$ cat config.mk
export PLATFORM = sky130hd
export DESIGN_NAME = sig_round_unit
export DESIGN_NICKNAME = d
export VERILOG_FILES = /design/src/rtl/sig_round_pkg.sv /design/src/rtl/sig_round_align.sv /design/src/rtl/sig_round_ctrl.sv /design/src/rtl/sig_round_incr.sv /design/src/rtl/sig_round_unit.sv
export SDC_FILE = /design/constraint.sdc
export NUM_CORES = 1
export LEC_CHECK = 0
export BUFFER_PORTS_ARGS = -buffer_cell sky130_fd_sc_hd__buf_4
export CORE_AREA = 2 2 67 84
export DETAILED_ROUTE_END_ITERATION = 8
export DIE_AREA = 0 0 69 86
export PLACE_DENSITY = 0.62
export SYNTH_ARGS = -nofsm -noshare
export SYNTH_HDL_FRONTEND = slang
export SYNTH_HIERARCHICAL = 1
export SYNTH_SLANG_ARGS = --single-unit
export TNS_END_PERCENT = 30
$ cat constraint.sdc
create_clock -name clk -period 0.8 [get_ports clk]
set_clock_uncertainty 0.05 [all_clocks]
set_input_delay 0.04 -clock clk [delete_from_list [all_inputs] [get_ports clk]]
set_output_delay 0.04 -clock clk [all_outputs]
set_load 0.05 [all_outputs]
$ cat src/rtl/sig_round_pkg.sv
package sig_round_pkg;

  typedef enum logic [1:0] {
    MODE_NEAR_EVEN = 2'b00,
    MODE_TO_ZERO   = 2'b01,
    MODE_TO_POS    = 2'b10,
    MODE_TO_NEG    = 2'b11
  } roundMode_e;

  // Strobes from the control to the datapath.
  typedef struct packed {
    logic addUlp;
    logic inexact;
  } roundStrobes_t;

endpackage

$ cat src/rtl/sig_round_align.sv
// Datapath front end: applies the optional one-position left shift and
// forms the effective round, sticky and lsb bits.
module sig_round_align #(
  parameter int SIG_W = 24
) (
  input  logic [SIG_W-1:0] sigIn,
  input  logic             guardIn,
  input  logic             roundIn,
  input  logic             stickyIn,
  input  logic             postNorm,
  output logic [SIG_W-1:0] alignedSig,
  output logic             rEff,
  output logic             sEff,
  output logic             lsbBit
);

  logic [SIG_W-1:0] shiftedSig;

  // With a shift, guard enters at bit 0.
  assign shiftedSig = {sigIn[SIG_W-2:0], guardIn};

  always_comb begin
    if (postNorm) begin
      alignedSig = shiftedSig;
      rEff       = roundIn;
      sEff       = stickyIn;
    end else begin
      alignedSig = sigIn;
      rEff       = guardIn;
      sEff       = roundIn | stickyIn;
    end
  end

  assign lsbBit = alignedSig[0];

endmodule

$ cat src/rtl/sig_round_ctrl.sv
// Control: chooses whether to add one ulp for the selected mode.
module sig_round_ctrl
  import sig_round_pkg::*;
(
  input  logic [1:0]    modeSel,
  input  logic          signIn,
  input  logic          rEff,
  input  logic          sEff,
  input  logic          lsbBit,
  output roundStrobes_t strobes
);

  roundMode_e mode;
  logic       anyLost;

  assign mode    = roundMode_e'(modeSel);
  assign anyLost = rEff | sEff;

  always_comb begin
    strobes.inexact = anyLost;
    unique case (mode)
      MODE_NEAR_EVEN: strobes.addUlp = rEff & (sEff | lsbBit);
      MODE_TO_ZERO:   strobes.addUlp = 1'b0;
      MODE_TO_POS:    strobes.addUlp = ~signIn & anyLost;
      MODE_TO_NEG:    strobes.addUlp = signIn & anyLost;
      default:        strobes.addUlp = 1'b0;
    endcase
  end

endmodule

$ cat src/rtl/sig_round_incr.sv
// Datapath back end: increment and overflow handling.
module sig_round_incr
  import sig_round_pkg::*;
#(
  parameter int SIG_W = 24
) (
  input  logic [SIG_W-1:0] alignedSig,
  input  roundStrobes_t    strobes,
  output logic [SIG_W-1:0] roundedSig,
  output logic             carryOut
);

  localparam int SUM_W = SIG_W + 1;
  localparam logic [SIG_W-1:0] LEAD_ONE = {1'b1, {(SIG_W-1){1'b0}}};

  logic [SUM_W-1:0] sumWide;

  assign sumWide  = {1'b0, alignedSig} + {{SIG_W{1'b0}}, strobes.addUlp};
  assign carryOut = sumWide[SUM_W-1];

  // an overflow leaves the new leading one and a zero fraction.
  assign roundedSig = carryOut ? LEAD_ONE : sumWide[SIG_W-1:0];

endmodule

$ cat src/rtl/sig_round_unit.sv
// Top: align, control, increment, optional output register.
module sig_round_unit
  import sig_round_pkg::*;
#(
  parameter int SIG_W   = 24,
  parameter bit REG_OUT = 1'b1
) (
  input  logic             clk,
  input  logic             rstN,
  input  logic [SIG_W-1:0] sigIn,
  input  logic             signIn,
  input  logic             guardIn,
  input  logic             roundIn,
  input  logic             stickyIn,
  input  logic             postNorm,
  input  logic [1:0]       modeSel,
  output logic [SIG_W-1:0] sigOut,
  output logic             inexact,
  output logic             expInc
);

  localparam logic [SIG_W-1:0] LEAD_ONE = {1'b1, {(SIG_W-1){1'b0}}};

  logic [SIG_W-1:0] alignedSig;
  logic             rEff;
  logic             sEff;
  logic             lsbBit;
  roundStrobes_t    strobes;
  logic [SIG_W-1:0] roundedSig;
  logic             carryOut;

  sig_round_align #(.SIG_W(SIG_W)) align_i (
    .sigIn      (sigIn),
    .guardIn    (guardIn),
    .roundIn    (roundIn),
    .stickyIn   (stickyIn),
    .postNorm   (postNorm),
    .alignedSig (alignedSig),
    .rEff       (rEff),
    .sEff       (sEff),
    .lsbBit     (lsbBit)
  );

  sig_round_ctrl ctrl_i (
    .modeSel (modeSel),
    .signIn  (signIn),
    .rEff    (rEff),
    .sEff    (sEff),
    .lsbBit  (lsbBit),
    .strobes (strobes)
  );

  sig_round_incr #(.SIG_W(SIG_W)) incr_i (
    .alignedSig (alignedSig),
    .strobes    (strobes),
    .roundedSig (roundedSig),
    .carryOut   (carryOut)
  );

  generate
    if (REG_OUT) begin : g_reg
      logic pastValid;

      always_ff @(posedge clk or negedge rstN) begin
        if (!rstN) begin
          sigOut    <= '0;
          inexact   <= 1'b0;
          expInc    <= 1'b0;
          pastValid <= 1'b0;
        end else begin
          sigOut    <= roundedSig;
          inexact   <= strobes.inexact;
          expInc    <= carryOut;
          pastValid <= 1'b1;
        end
      end

      AST_TIE_EVEN: assert property (@(posedge clk) disable iff (!rstN)
        (pastValid && $past(modeSel) == 2'b00 && $past(rEff) && !$past(sEff))
          |-> !sigOut[0]);

      AST_TO_ZERO_KEEP: assert property (@(posedge clk) disable iff (!rstN)
        (pastValid && $past(modeSel) == 2'b01)
          |-> (sigOut == $past(alignedSig) && !expInc));

      AST_POS_NEG_KEEP: assert property (@(posedge clk) disable iff (!rstN)
        (pastValid && $past(modeSel) == 2'b10 && $past(signIn))
          |-> (sigOut == $past(alignedSig)));

      AST_NEG_POS_KEEP: assert property (@(posedge clk) disable iff (!rstN)
        (pastValid && $past(modeSel) == 2'b11 && !$past(signIn))
          |-> (sigOut == $past(alignedSig)));

      AST_EXACT_KEEP: assert property (@(posedge clk) disable iff (!rstN)
        (pastValid && !inexact)
          |-> (sigOut == $past(alignedSig) && !expInc));

      AST_CARRY_SHAPE: assert property (@(posedge clk) disable iff (!rstN)
        (pastValid && expInc)
          |-> (sigOut == LEAD_ONE && $past(&alignedSig)));
    end else begin : g_comb
      assign sigOut  = roundedSig;
      assign inexact = strobes.inexact;
      assign expInc  = carryOut;
    end
  endgenerate

endmodule

-- After elaboration in Yosys (flattened, before gate mapping)
Index checks and enable logic that the tools add are counted.
- bits in registers: 26
- latch bits: 0
- bits in writable memories: 0
- bits in read-only memories: 0
- logic and storage cells: 20
- memories kept: 0
- $add $sub $neg: 1
- multipliers: 0
- divide/modulo/power cells: 0
- order comparisons: 0
- equality and inequality tests: 3
- shift operators: 0
- muxes and demuxes: 5
- bitwise logic cells: 7
- reduce and logical (&&, ||, !) cells: 1
- operators by type and width (operator ; count):
    two-way mux 24 bit ; 2
    adder 24 x 1 -> 25 bit ; 1
    == test 2 bit (second input constant) ; 2
    one-hot mux 1 bit (4 select lines) ; 1
    AND 1 bit ; 3
    OR 1 bit ; 3
    == test 2 x 1 -> 1 bit (second input constant) ; 1
    zero test 2 bit ; 1
    two-way mux 1 bit ; 2
    inverter 1 bit ; 1

-- Logic depth before layout (Yosys ltp)
Gate-level depths: netlist (run 1).
- depth after elaboration: 7
- depth in mapped cells: 13
- mapped depth without buffers: 9

-- Hierarchy
Netlist (run 1), hierarchy kept.
- modules (own cells, without submodules) (module ; instances ; cells an instance ; area each (µm²)):
    sig_round_unit ; 1 ; 26 ; 650.6
    sig_round_incr ; 1 ; 91 ; 615.6
    sig_round_align ; 1 ; 31 ; 422.9
    sig_round_ctrl ; 1 ; 7 ; 48.8

-- Worst setup path before layout (run 1)
No wires, ideal clock.
- kind: input-to-reg
- start: input port postNorm
- end: register sigOut[17]
- arrival time: 2202 ps
- data required time: 677 ps
- setup slack: -1525 ps
- stages on the path: 13
- path buffers: 4
- cells stage by stage: buf_6 -> buf_12 -> inv_1 -> a21o_1 -> a21oi_1 -> nor3_2 -> ha_1 -> buf_4 -> nand2_1 -> or4_4 -> buf_6 -> or4b_4 -> a21oi_2
- RTL lines (item ; line ; text):
    start: declaration ; sig_round_unit.sv:15 ; input logic postNorm,
    end signal: assignment ; sig_round_unit.sv:71 ; sigOut <= roundedSig;
    end: declaration ; sig_round_unit.sv:17 ; output logic [SIG_W-1:0] sigOut,

==> results of run 1 <==
through the flow:
step,std cells,hold WS (ps)
floorplan,155,-306
finish,325,71.2
CTS,324,66.5
global placement,314,-82.1
detailed placement,314,-79.1
global route,325,79.6
report_power, final:
part | internal [µW] | leakage, µW | total, µW | switching (µW)
clock | 440 | 0.0000288 | 854 | 414
sequential | 1420 | 0.000304 | 1470 | 50.6
combinational | 791 | 0.00104 | 1640 | 853
worst max-delay path, cell delays in order:
cell and delay (ps):
buf_8 110, inv_2 40, a21o_1 160, nor3_2 50, nor3_2 190, ha_2 210, nand2_1 50, or4_4 480
or4b_4 500, a21oi_2 120
sequential cells by signal, indices dropped and copies added, names as in the netlist:
signal and flops:
sigOut 24, expInc 1, inexact 1
worst max-delay path by stage:
stage	startpoint	endpoint	slack [ps]	cells past startpoint
2_1_floorplan	postNorm	sigOut[17]	-1490	13
3_3_place_gp	postNorm	sigOut[17]	-1300	9
3_5_place_dp	postNorm	sigOut[17]	-1330	9
4_1_cts	postNorm	sigOut[17]	-980	10
5_1_grt	postNorm	sigOut[17]	-1090	10
6_report	postNorm	sigOut[17]	-990	10
area by class of cell:
cell class | instances | area, µm²
fillers | 470 | 2220
flip-flops and latches | 26 | 651
inverters | 2 | 7.51
well taps | 62 | 77.6
clock buffers | 4 | 55.1
multi-input cells | 118 | 1110
repair buffers | 113 | 967
layout by cell type, fill, tap and decap left out, types with 2 or more instances in the layout:
cell / synthesis / routed
xor2_1: 7 / 7
buf_6: 3 / 29
a21oi_2: 1 / 2
and3_1: 2 / 2
and4_2: 2 / 2
buf_4: 3 / 82
mux2_4: 19 / 21
nand2_2: 1 / 2
a21oi_1: 4 / 3
xnor2_2: 0 / 2
nand2_1: 12 / 10
nor3_2: 1 / 4
clkbuf_8: 0 / 4
nor2_2: 0 / 3
and4_4: 0 / 2
nand3_1: 8 / 8
or4_1: 3 / 3
nand4_1: 5 / 5
xnor2_1: 12 / 10
o31ai_1: 3 / 3
dfrtp_1: 26 / 26
and4_1: 4 / 2
mux2_2: 7 / 5
nor2_1: 9 / 5
routing by layer:
layer,up-vias,global-route usage
met1,700,0.165
li1,766,-
met2,34,0.284
met3,4,0.0176
met5,-,0
met4,0,0.0553
logic make-up after synthesis:
| group | synth area share |
|---|---|
| and+or+nand+nor | 0.207 |
| muxes | 0.210 |
| DFF | 0.374 |
| xor gates and xnor gates | 0.0958 |
| buffers and inverters | 0.0619 |
| AOI/OAI and AO/OA | 0.0367 |
| adders and majority gates | 0.0144 |
what timing repair did:
| item | in CTS | in global routing |
|---|---|---|
| pin swaps | 15 | 1 |
| gates resized for setup | 51 | 4 |
| endpoints found under the hold margin | 26 | 0 |
| hold buffers | 1 | 0 |
| buffers inserted | 6 | 1 |
| gates cloned | 0 | 0 |
| setup endpoints to repair | 51 | 51 |
==> impl_metrics.tcl, run 1 <==
set metrics [dict create \
    violations "negative setup slack" \
    wl_per_cell_um 13.2 \
    grt-ovfl-total 0 \
    die_h_um 86 \
    end_kind "flip-flop" \
    syn_area_mm2 0.00174 \
    setup_viol 51 \
    area_growth_pct 64.8 \
    clkTransAtPathRegs_ps 100 \
    nNetsFinal 299 \
    hold_viol 0 \
    ys_ff_latch 26 \
    pre_cts_ws_ps -1330 \
    drv_cap 0 \
    p_per_area_mw_per_mm2 1390 \
    final_cell_area_mm2 0.00286 \
    hold_depth 3 \
    routed.top_layer "met4" \
    clockBufferDepth 2 \
    worstPathMaxFanout 7 \
    start_util 0.342 \
    postLayoutCoreUtil 0.564 \
    met1_length_mm 1.71 \
    drc 0 \
    worstSetupStartpointType "primary input" \
    tightest_slew_ps 328 \
    ys_top_cells_by_count "26 x dfrtp_1, 19 x mux2_4, 12 x nand2_1, 12 x xnor2_1, 9 x nor2_1" \
    grt_util_all_layers 0.148 \
    boundaryPins 59 \
    firstDrtPassIters 4 \
    dr_total_vias 1504 \
    yosys_warnings 6 \
    ys_async_sr_fraction 1.00 \
    max-vdd-ir-drop_v 0.000593 \
    fin_crit_sh 2.24 \
    io_buffer_count 58 \
    cts_tree "built" \
    finalCriticalPeriod_ps 1790 \
    syn_avg_cell_area_um2 11.2 \
    root_buffer "clkbuf_8" \
    yosysSeqAreaShare 0.374 \
    synth_largest_area_cell "dfrtp_1" \
    syn_inst 155 \
    synth_top_area_frac 0.374 \
    slew_viol_final 0 \
    synth_top_flop_cell "dfrtp_1" \
    grt_pass1_wl_mm 7.13 \
    slew_headroom 0.781 \
    fin_setup_tns_ps -20420 \
    yosysMostFrequentCell "dfrtp_1" \
    fmax_mhz 559 \
    hold_class "primary input to flip-flop" \
    via_per_inst 4.63 \
    power_uw 3970 \
    rows 29 \
    die_x_um 69 \
    drtAntennaViolNets 0 \
    met2WireLength_mm 2.37 \
    grt_setup_unrepaired "true" \
    wl_met3_um 148 \
    setup_slack_ps -989 \
    antenna_found_initial 0 \
    wirelength_mm 4.29 \
    cts_buffers 3 \
    grt_pass1_vias 1540 \
    p_leak_uw 0.00138 \
    dpl_cell_area_mm2 0.00253 \
    final_layout_size_suffix_gt1_frac 0.658 \
    arrival_ps 1950 \
    min_to "inexact" \
    synth_edf_count 0 \
    core_area_mm2 0.00508 \
    min_from "stickyIn" \
    yosys-top-cells-area "dfrtp_1 37%, mux2_4 16%, xnor2_1 6.0%" \
    ys_types 35 \
    grt_start_max_net_pins 27 \
    crit_required_ps 960 \
    critical_path_class "primary input to flip-flop" \
    status "complete, but fails checks" \
    initialDrtViolationCount 29 \
    dieArea_mm2 0.00593 \
    gp_congestion 0.760 \
    h-tree-depth 1 \
    syn_nets 190 \
    cts.sinks 26 \
    antenna_cells 0 \
    dp_hpwl_mm 3.31 \
]
Note: power is estimated with default switching activity, not from simulation.
==> run 2, diff against run 1 <==
Clock period 0.8 ns to 2.2 ns, I/O delays scaled along.
==> run 2 against run 1 <==
  * The run now ends clean
  * Worst hold slack gained 51 ps
  * Die area is the same
  * Via count shrank 6.4%
  * Clock-buffer cell count is the same
  * Non-clock buffer count shrank 41
  * Largest cell class unchanged
  * Sequential share of layout area grew 5.1 points
  * First-iteration DRC count grew 72%
  * Total power shrank 67%
  * Flip-flop and latch count is the same
  * Critical path type unchanged
  * Final area shrank 18%
  * Clock power shrank 65%
==> impl_metrics.tcl, run 2 (synthesis results as in run 1) <==
set metrics [dict create \
    status "finished clean" \
    cts.sinks 26 \
    arrival_ps 2090 \
    grt_start_max_net_pins 27 \
    hold_viol 0 \
    max-vdd-ir-drop_v 0.000231 \
    via_per_inst 4.96 \
    grt-ovfl-total 0 \
    root_buffer "clkbuf_8" \
    clockBufferDepth 2 \
    nNetsFinal 258 \
    initialDrtViolationCount 50 \
    critical_path_class "primary input to flip-flop" \
    hold_depth 3 \
    fin_setup_tns_ps 0 \
    p_per_area_mw_per_mm2 562 \
    cts_tree "built" \
    largest_register_ffs 24 \
    dp_hpwl_mm 3.05 \
    antenna_found_initial 0 \
    dieArea_mm2 0.00593 \
    hold_class "primary input to flip-flop" \
    slew_viol_final 0 \
    grt_pass1_wl_mm 6.12 \
    top_regs "sigOut x24, expInc x1, inexact x1" \
    worstSetupStartpointType "primary input" \
    drc 0 \
    slew_headroom 0.781 \
    wirelength_mm 3.78 \
    cts_setup_buffers 0 \
    grt_setup_unrepaired "false" \
    end_kind "flip-flop" \
    antenna_cells 0 \
    core_area_mm2 0.00508 \
    boundaryPins 59 \
    setup_viol 0 \
    clkTransAtPathRegs_ps 80 \
    setup_slack_ps 256 \
    drtAntennaViolNets 0 \
    rows 29 \
    firstDrtPassIters 4 \
    mostFrequentLayoutCell "buf_4" \
    die_h_um 86 \
    worstPathMaxFanout 8 \
    cts_buffers 3 \
    grt_pass1_vias 1363 \
    pre_cts_ws_ps -31.9 \
    layout_common_cells "70 x buf_4, 26 x dfrtp_1, 19 x mux2_4, 12 x xnor2_1, 12 x nand2_1" \
    drv_cap 0 \
    fin_crit_sh 0.884 \
    tightest_slew_ps 328 \
    die_x_um 69 \
    crit_required_ps 2340 \
    p_leak_uw 0.00107 \
    postLayoutCoreUtil 0.461 \
    holdWs_ps 122 \
    area_growth_pct 34.6 \
    start_util 0.342 \
    max_flop_register "sigOut" \
    fmax_mhz 514 \
    finalCriticalPeriod_ps 1940 \
    dr_total_vias 1408 \
    io_buffer_count 58 \
    final_layout_size_suffix_gt1_frac 0.518 \
    gp_congestion 0.793 \
    wl_per_cell_um 13.3 \
    h-tree-depth 1 \
    grt_util_all_layers 0.126 \
]
run 2: changes by cell type in the layout (fill, tap and decap cells not counted), sizes merged:
cell	before	now
buf	112	71
run 2: through the flow:
step	std cells	total power (µW)	cell area [µm²]
after floorplan	155	864	1760
after global placement	279	1020	2270
after detailed placement	279	1020	2270
after CTS	284	1330	2340
after global routing	284	1380	2340
final	284	1310	2340
run 2: per-layer routing:
layer	vias up	GRT usage	wire length, µm
li1	686	-	-
met1	667	0.155	1530
met2	51	0.230	1990
met3	4	0.0106	204
met4	0	0.0428	57
met5	-	0	0
run 2: layout make-up:
class,count,area [µm²]
Tap cell,62,77.6
Multi-Input combinational cell,118,993
Fill cell,511,2740
Sequential cell,26,651
Timing Repair Buffer,72,556
Clock buffer,4,55.1
Inverter,2,7.51
run 2: critical path: stages:
cell and delay (ps):
buf_4 140, mux2_2 240, nor3_2 50, nor3_2 190, ha_2 210, nand2_1 50
or4_4 460, or4b_4 500, a21oi_2 130
run 2: final timing paths:
check / slack, ps / to / from
worst max-delay path: 260 / sigOut[17] / postNorm
worst min-delay path: 120 / sigOut[22] / sigIn[22]
max in group asynchronous: 1620 / sigOut[0] / rstN
min in group asynchronous: 230 / sigOut[2] / rstN
run 2: repair_timing:
action / CTS / global route
hold buffers: 1 / 0
gates resized for setup: 0 / 0
hold endpoints to repair: 26 / 0
run 2: where the power goes:
group	leakage [µW]	internal [µW]	switching, µW
clock	0.0000288	160	144
sequential	0.000304	517	11.8
combinational	0.000733	197	286
total	0.00107	874	441
